$ cat config.mk
export PLATFORM = sky130hd
export DESIGN_NAME = dram_evt_monitor
export DESIGN_NICKNAME = d
export VERILOG_FILES = /design/src/rtl/dram_evt_pkg.sv /design/src/rtl/dram_evt_counter.sv /design/src/rtl/dram_evt_irq.sv /design/src/rtl/dram_evt_regs.sv /design/src/rtl/dram_evt_monitor.sv
export SDC_FILE = /design/constraint.sdc
export NUM_CORES = 1
export LEC_CHECK = 0
export BUFFER_PORTS_ARGS = -buffer_cell sky130_fd_sc_hd__clkbuf_2
export CORE_UTILIZATION = 59
export CTS_BUF_LIST = sky130_fd_sc_hd__clkbuf_8
export DETAILED_ROUTE_END_ITERATION = 6
export MAX_ROUTING_LAYER = met4
export PLACE_DENSITY = 0.74
export SETUP_SLACK_MARGIN = 0.02
export SYNTH_ARGS = -nofsm -noshare
export SYNTH_HDL_FRONTEND = slang
export SYNTH_SLANG_ARGS = --single-unit
$ cat constraint.sdc
create_clock -name clk_i -period 6.89 [get_ports clk_i]
set_clock_uncertainty 0.2 [all_clocks]
set_input_delay 1.0335 -clock clk_i [delete_from_list [all_inputs] [get_ports clk_i]]
set_output_delay 1.0335 -clock clk_i [all_outputs]
set_load 0.01 [all_outputs]
$ cat src/rtl/dram_evt_pkg.sv
package dram_evt_pkg;
  localparam int NUM_CNT = 8;
  localparam int CNT_W   = 32;
  localparam int ADDR_W  = 12;
  localparam int DATA_W  = 32;

  localparam logic [11:0] CTRL_OFS = 12'h010;
  localparam logic [11:0] EN_OFS   = 12'h6C0;
  localparam logic [11:0] MASK_OFS = 12'h6C8;
  localparam logic [11:0] STAT_OFS = 12'h6CC;
  localparam logic [11:0] CLR_OFS  = 12'h6D0;
  localparam logic [11:0] VER_OFS  = 12'h710;

  localparam int RUN_BIT = 1;

  // fixed counter placement; indices beyond the first eight fall into a spare window
  function automatic logic [11:0] cnt_ofs(input int idx);
    case (idx)
      0: return 12'h380;
      1: return 12'h384;
      2: return 12'h388;
      3: return 12'h38C;
      4: return 12'h3C0;
      5: return 12'h3C4;
      6: return 12'h3CC;
      7: return 12'h3D0;
      default: return 12'h400 + 12'(idx * 4);
    endcase
  endfunction
endpackage

$ cat src/rtl/dram_evt_counter.sv
module dram_evt_counter #(
  parameter int CNT_W = 32
) (
  input  logic             clk_i,
  input  logic             rst_ni,
  input  logic             evt_i,
  input  logic             run_i,
  input  logic             wr_i,
  input  logic [CNT_W-1:0] wdata_i,
  output logic [CNT_W-1:0] cnt_o,
  output logic             ovf_o
);
  logic [CNT_W-1:0] cnt_q;
  logic             inc;

  assign inc   = run_i & evt_i & ~wr_i;
  assign ovf_o = inc & (&cnt_q);
  assign cnt_o = cnt_q;

  always_ff @(posedge clk_i or negedge rst_ni) begin
    if (!rst_ni)   cnt_q <= '0;
    else if (wr_i) cnt_q <= wdata_i;
    else if (inc)  cnt_q <= cnt_q + 1'b1;
  end

  a_r2_hold: assert property (@(posedge clk_i) disable iff (!rst_ni)
    (!wr_i && !(run_i && evt_i)) |=> $stable(cnt_o));
  a_r2_step: assert property (@(posedge clk_i) disable iff (!rst_ni)
    (run_i && evt_i && !wr_i) |=> (cnt_o == CNT_W'($past(cnt_o) + 1'b1)));
  a_r3_wrap: assert property (@(posedge clk_i) disable iff (!rst_ni)
    ovf_o |=> (cnt_o == '0));
  a_r4_load: assert property (@(posedge clk_i) disable iff (!rst_ni)
    wr_i |=> (cnt_o == $past(wdata_i)));
endmodule

$ cat src/rtl/dram_evt_irq.sv
module dram_evt_irq #(
  parameter int NUM_CNT = 8
) (
  input  logic               clk_i,
  input  logic               rst_ni,
  input  logic [NUM_CNT-1:0] ovf_i,
  input  logic [NUM_CNT-1:0] clr_i,
  input  logic [NUM_CNT-1:0] mask_i,
  output logic [NUM_CNT-1:0] stat_o,
  output logic               irq_o
);
  logic [NUM_CNT-1:0] stat_q;

  // set beats clear on collision
  always_ff @(posedge clk_i or negedge rst_ni) begin
    if (!rst_ni) stat_q <= '0;
    else         stat_q <= (stat_q & ~clr_i) | ovf_i;
  end

  assign stat_o = stat_q;
  assign irq_o  = |(stat_q & ~mask_i);

  a_r8_set_wins: assert property (@(posedge clk_i) disable iff (!rst_ni)
    (|ovf_i) |=> ((stat_o & $past(ovf_i)) == $past(ovf_i)));
  a_r8_clear: assert property (@(posedge clk_i) disable iff (!rst_ni)
    (|clr_i) |=> ((stat_o & $past(clr_i & ~ovf_i)) == '0));
  a_r7_masked: assert property (@(posedge clk_i) disable iff (!rst_ni)
    (&mask_i) |-> !irq_o);
  a_r3_sticky: assert property (@(posedge clk_i) disable iff (!rst_ni)
    (clr_i == '0) |=> ((stat_o & $past(stat_o)) == $past(stat_o)));
endmodule

$ cat src/rtl/dram_evt_regs.sv
module dram_evt_regs
  import dram_evt_pkg::*;
#(
  parameter int          NUM_CNT = 8,
  parameter int          CNT_W   = 32,
  parameter int          ADDR_W  = 12,
  parameter logic [31:0] VERSION = 32'h0001_0203
) (
  input  logic                          clk_i,
  input  logic                          rst_ni,
  input  logic                          req_i,
  input  logic                          we_i,
  input  logic [ADDR_W-1:0]             addr_i,
  input  logic [DATA_W-1:0]             wdata_i,
  input  logic [NUM_CNT-1:0][CNT_W-1:0] cnt_i,
  input  logic [NUM_CNT-1:0]            stat_i,
  output logic                          run_o,
  output logic [NUM_CNT-1:0]            en_o,
  output logic [NUM_CNT-1:0]            mask_o,
  output logic [NUM_CNT-1:0]            cnt_wr_o,
  output logic [NUM_CNT-1:0]            clr_o,
  output logic [DATA_W-1:0]             rdata_o
);
  logic [DATA_W-1:0]  ctrl_q, rdata_q, rd_d;
  logic [NUM_CNT-1:0] en_q, mask_q, hit_cnt;
  logic               wr, rd;
  logic               hit_ctrl, hit_en, hit_mask, hit_stat, hit_clr, hit_ver;

  assign wr = req_i & we_i;
  assign rd = req_i & ~we_i;

  assign hit_ctrl = (addr_i == ADDR_W'(CTRL_OFS));
  assign hit_en   = (addr_i == ADDR_W'(EN_OFS));
  assign hit_mask = (addr_i == ADDR_W'(MASK_OFS));
  assign hit_stat = (addr_i == ADDR_W'(STAT_OFS));
  assign hit_clr  = (addr_i == ADDR_W'(CLR_OFS));
  assign hit_ver  = (addr_i == ADDR_W'(VER_OFS));

  for (genvar g = 0; g < NUM_CNT; g++) begin : g_dec
    assign hit_cnt[g]  = (addr_i == ADDR_W'(cnt_ofs(g)));
    assign cnt_wr_o[g] = wr & hit_cnt[g];
  end

  assign clr_o = (wr && hit_clr) ? wdata_i[NUM_CNT-1:0] : '0;

  always_ff @(posedge clk_i or negedge rst_ni) begin
    if (!rst_ni) begin
      ctrl_q <= '0;
      en_q   <= '0;
      mask_q <= '1;
    end else if (wr) begin
      if (hit_ctrl) ctrl_q <= wdata_i;
      if (hit_en)   en_q   <= wdata_i[NUM_CNT-1:0];
      if (hit_mask) mask_q <= wdata_i[NUM_CNT-1:0];
    end
  end

  always_comb begin
    rd_d = '0;
    if (hit_ctrl) rd_d = ctrl_q;
    if (hit_en)   rd_d = DATA_W'(en_q);
    if (hit_mask) rd_d = DATA_W'(mask_q);
    if (hit_stat) rd_d = DATA_W'(stat_i);
    if (hit_ver)  rd_d = VERSION;
    for (int n = 0; n < NUM_CNT; n++)
      if (hit_cnt[n]) rd_d = DATA_W'(cnt_i[n]);
  end

  always_ff @(posedge clk_i or negedge rst_ni) begin
    if (!rst_ni)  rdata_q <= '0;
    else if (rd)  rdata_q <= rd_d;
  end

  assign run_o   = ctrl_q[RUN_BIT];
  assign en_o    = en_q;
  assign mask_o  = mask_q;
  assign rdata_o = rdata_q;

  a_r5_ctrl_keep: assert property (@(posedge clk_i) disable iff (!rst_ni)
    (wr && hit_ctrl) |=> (ctrl_q == $past(wdata_i)));
  a_r9_version: assert property (@(posedge clk_i) disable iff (!rst_ni)
    (rd && hit_ver) |=> (rdata_o == VERSION));
  a_r8_clr_reads_zero: assert property (@(posedge clk_i) disable iff (!rst_ni)
    (rd && hit_clr) |=> (rdata_o == '0));
  a_r11_hold: assert property (@(posedge clk_i) disable iff (!rst_ni)
    !rd |=> $stable(rdata_o));
endmodule

$ cat src/rtl/dram_evt_monitor.sv
module dram_evt_monitor
  import dram_evt_pkg::*;
#(
  parameter int          NUM_CNT = dram_evt_pkg::NUM_CNT,
  parameter int          CNT_W   = dram_evt_pkg::CNT_W,
  parameter int          ADDR_W  = dram_evt_pkg::ADDR_W,
  parameter logic [31:0] VERSION = 32'h0001_0203
) (
  input  logic               clk_i,
  input  logic               rst_ni,
  input  logic               req_i,
  input  logic               we_i,
  input  logic [ADDR_W-1:0]  addr_i,
  input  logic [31:0]        wdata_i,
  output logic [31:0]        rdata_o,
  input  logic [NUM_CNT-1:0] evt_i,
  output logic               irq_o
);
  logic [NUM_CNT-1:0][CNT_W-1:0] cnt;
  logic [NUM_CNT-1:0]            en, mask, cnt_wr, clr, stat, ovf;
  logic                          run;

  dram_evt_regs #(
    .NUM_CNT(NUM_CNT), .CNT_W(CNT_W), .ADDR_W(ADDR_W), .VERSION(VERSION)
  ) i_regs (
    .clk_i    (clk_i),
    .rst_ni   (rst_ni),
    .req_i    (req_i),
    .we_i     (we_i),
    .addr_i   (addr_i),
    .wdata_i  (wdata_i),
    .cnt_i    (cnt),
    .stat_i   (stat),
    .run_o    (run),
    .en_o     (en),
    .mask_o   (mask),
    .cnt_wr_o (cnt_wr),
    .clr_o    (clr),
    .rdata_o  (rdata_o)
  );

  for (genvar g = 0; g < NUM_CNT; g++) begin : g_cnt
    dram_evt_counter #(.CNT_W(CNT_W)) i_cnt (
      .clk_i   (clk_i),
      .rst_ni  (rst_ni),
      .evt_i   (evt_i[g]),
      .run_i   (run & en[g]),
      .wr_i    (cnt_wr[g]),
      .wdata_i (wdata_i[CNT_W-1:0]),
      .cnt_o   (cnt[g]),
      .ovf_o   (ovf[g])
    );
  end

  dram_evt_irq #(.NUM_CNT(NUM_CNT)) i_irq (
    .clk_i  (clk_i),
    .rst_ni (rst_ni),
    .ovf_i  (ovf),
    .clr_i  (clr),
    .mask_i (mask),
    .stat_o (stat),
    .irq_o  (irq_o)
  );

  a_r2_run_gate: assert property (@(posedge clk_i) disable iff (!rst_ni)
    (!run && !(req_i && we_i)) |=> $stable(cnt));
  a_r7_irq_src: assert property (@(posedge clk_i) disable iff (!rst_ni)
    irq_o |-> (stat != '0));
endmodule

==> results.txt <==
----------------------------------------------------
[Power]
  Total power of the final layout ... 4.33 mW
  Power Dens Cells ... 194 mW/mm²
  Leakage dissipation ... 9.44 nW
  Worst VDD drop ... 0.224 mV

[Placement]
  Setup slack after placement ... 2.54 ns
  Number of placed instances, taps included ... 2806
  Final HPWL from detailed placement ... 53.6 mm
  Placement Cell Area ... 0.0211 mm²
  Routability congestion estimate from global placement ... 1.05
  Number of buffers inserted by port buffering ... 88

[Timing]
  RSZ-0062 raised after global routing ... false
  Tightest hold margin ... 0.154 ns
  Final-report max-slew violation count ... 0
  Share of the clock period used by the worst path ... 0.551
  Final TNS setup ... 0 ns
  Setup slack after layout ... 3.09 ns
  Final setup fails ... 0
  Max Fclk ... 263 MHz
  Total count of hold-check failures in the final report ... 0
  Slew at the pin closest to its max-slew limit ... ~1.3 ns
  Worst max-slew margin expressed relative to the limit ... 0.104
  Period minus WS final ... 3.80 ns

[Logic synthesis]
  Ys flop type ... dfrtp_1
  Number of distinct library cell variants in the gate-level netlist after synthesis ... 76
  Share of Yosys cell area claimed by the top area cell type ... 0.412
  Combined area of all synthesized cells ... 0.0204 mm²
  Dominant cells by area after synthesis ... dfrtp_1 (41%), xor2_1 (6.6%), nor2_1 (5.6%)
  Total of warnings raised by yosys ... 0
  Ys async rst share ... 1.00
  Net count after synthesis ... 2461
  Cells after synthesis ... 2397
  Sequential share of the synthesized area ... 0.422
  Number of enable-type register cells in the synthesized netlist ... 0
  Most area-hungry cell type in the Yosys netlist ... dfrtp_1
  Avg Synthesized Cell Area ... 8.52 µm²
  Count of state elements after synthesis ... 344

[Hold path]
  Type of the most critical hold path ... in2async

[Detailed routing]
  Total via count after detailed routing ... 19058
  Number of optimization iterations in the first detailed-route pass ... 5
  Wire length reported by the detailed router ... 74.5 mm
  Vias per cell ... 6.54
  Antenna Nets Post-Route ... 0
  Violation count after the first detailed-routing iteration ... 2404
  DRC violations left ... 0
  Average wire per standard cell ... 25.5 µm

[Setup path]
  Worst Setup Start Kind ... primary input
  Maximum net fanout on the critical path ... 42
  Critical path class ... in2reg
  Required time reported for the critical path endpoint ... around 7.3 ns
  Endpoint class of the critical path ... flip-flop
  Data arrival, critical path ... 4.16 ns

[Cells and area]
  Post-layout nets ... roughly 2500
  Layout overhead on the synthesized area ... 9.25%
  Final standard cell utilization of the core ... 0.661
  Post-route design area ... 0.0223 mm²
  Fraction of layout instances using a drive strength above 1 ... 0.123
  Commonest non-fill, non-tap cell in the layout ... dfrtp_1
  Final std cells w/o fill ... 2916
  Fill cells ... around 2900
  Top library cells by usage in the layout, fill and taps aside ... dfrtp_1 (336), nor2_1 (301), nand2_1 (275), a21oi_1 (203), o21ai_0 (192)

[Global routing]
  Vias in the first global route ... 18126
  Initial antenna violation count ... 3
  Maximum number of pins on one net before global-route repair ... 180
  Wire length of the first global-routing pass ... 112 mm
  Remaining global-route overflow ... 0
  Overall fraction of global-route tracks in use ... 0.439

[Clock tree]
  Resize count post-CTS ... 0
  Cell chosen for the clock root ... clkbuf_8
  Sinks on the clock net ... 344
  Reg clk slew, reported paths ... 0.07 ns
  Latest clock arrival within the worst-skew pair ... 0.69 ns
  Number of setup buffers added after CTS ... 0
  Maximum buffer depth of the clock tree ... 3
  Num CTS Buffers ... 60
  CTS tree ... yes
  Hold buffer count at CTS ... 0
  Htree depth ... 2

[Outcome]
  Result of the run ... finished, final reports clean

[Job]
  Max Cap Violations ... 0

[Floorplan]
  Total Die Area ... 0.0354 mm²
  Io pins ... 89
  Core area ... 0.0338 mm²
  Chip Width ... 188 µm
  Number of standard-cell rows in the floorplan ... 67
  Die Span Y ... 188 µm
  Initial standard-cell utilization of the core ... 0.605

----------------------------------------------------
[critical path, stage by stage]
cell	delay [ns]
clkbuf_2	0.08
buf_4	0.28
or4_1	0.74
nor3_2	0.55
nand2_1	0.94
nand2_1	0.29
nor3_1	0.07
a21o_1	0.15
[cells by family after synthesis]
family	share of synthesized area
xor+xnor	0.106
compound gates	0.155
fa+ha+maj	0.00490
buf+inv	0.0368
simple gates	0.231
mux	0.0435
flops	0.422
[worst paths after layout]
kind                                        start                       end  slack (ns)  cells after the start
worst min register to register  i_regs.ctrl_q[18]         i_regs.ctrl_q[18]        0.31                      1
worst min-delay path                       rst_ni   g_cnt[6].i_cnt.cnt_o[9]        0.15                      1
max in group asynchronous                  rst_ni        i_regs.rdata_o[14]        4.71                      2
worst max register to register   i_regs.ctrl_q[1]  g_cnt[7].i_cnt.cnt_o[23]        3.77                      6
min in group clk_i              i_regs.ctrl_q[18]         i_regs.ctrl_q[18]        0.31                      1
worst max-delay path                    addr_i[3]           i_irq.stat_o[4]        3.09                      8
[power breakdown]
group	switching [mW]	total, mW	leakage (nW)	internal, mW
Combinational	0.211	0.281	4.03	0.0699
Sequential	0.0257	2.07	4.69	2.04
Clock	0.911	1.98	0.719	1.07
Total	1.15	4.33	9.44	3.18
[sequential cells by signal (all words and copies together) (netlist names)]
| signal | count |
|---|---|
| g_cnt.i_cnt.cnt_o | 256 |
| i_regs.mask_o | 8 |
| i_regs.ctrl_q | 32 |
| i_irq.stat_o | 8 |
| i_regs.en_o | 8 |
| i_regs.rdata_o | 32 |
[Yosys cell counts (9+ instances only)]
cell / instances
dfrtp_1: 336
nor2_1: 303
nand2_1: 276
a21oi_1: 203
o21ai_0: 192
xor2_1: 153
nand3_1: 116
clkbuf_1: 109
xnor2_1: 95
and3_1: 55
nand4_1: 55
mux2_2: 53
nor3_1: 45
buf_2: 44
o22ai_1: 33
a22oi_1: 32
nor2b_1: 30
mux2i_1: 28
inv_1: 24
and4_1: 21
and2_1: 13
a211oi_1: 11
o21ai_1: 11
nor4_1: 10
a221oi_1: 9
o221ai_1: 9
[layer usage]
metal / track usage / up-vias / wire (µm)
met3: 0.0998 / 208 / 8570
met5: - / - / 0
li1: - / 8458 / -
met2: 0.633 / 1139 / 32400
met4: 0.183 / 0 / 3150
met1: 0.594 / 9253 / 30300
[final cells by class]
class / instances / area, µm² / area share
clock buffer: 77 / 1060 / 0.0475
tap: 448 / 561 / 0.0251
multi-input combinational: 1871 / 11100 / 0.497
clock inverter: 30 / 180 / 0.00807
antenna: 3 / 7.51 / 0.000336
sequential: 344 / 8620 / 0.386
inverter: 24 / 90.1 / 0.00404
timing repair buffer: 119 / 698 / 0.0313
(Power assumes the default switching activity.)
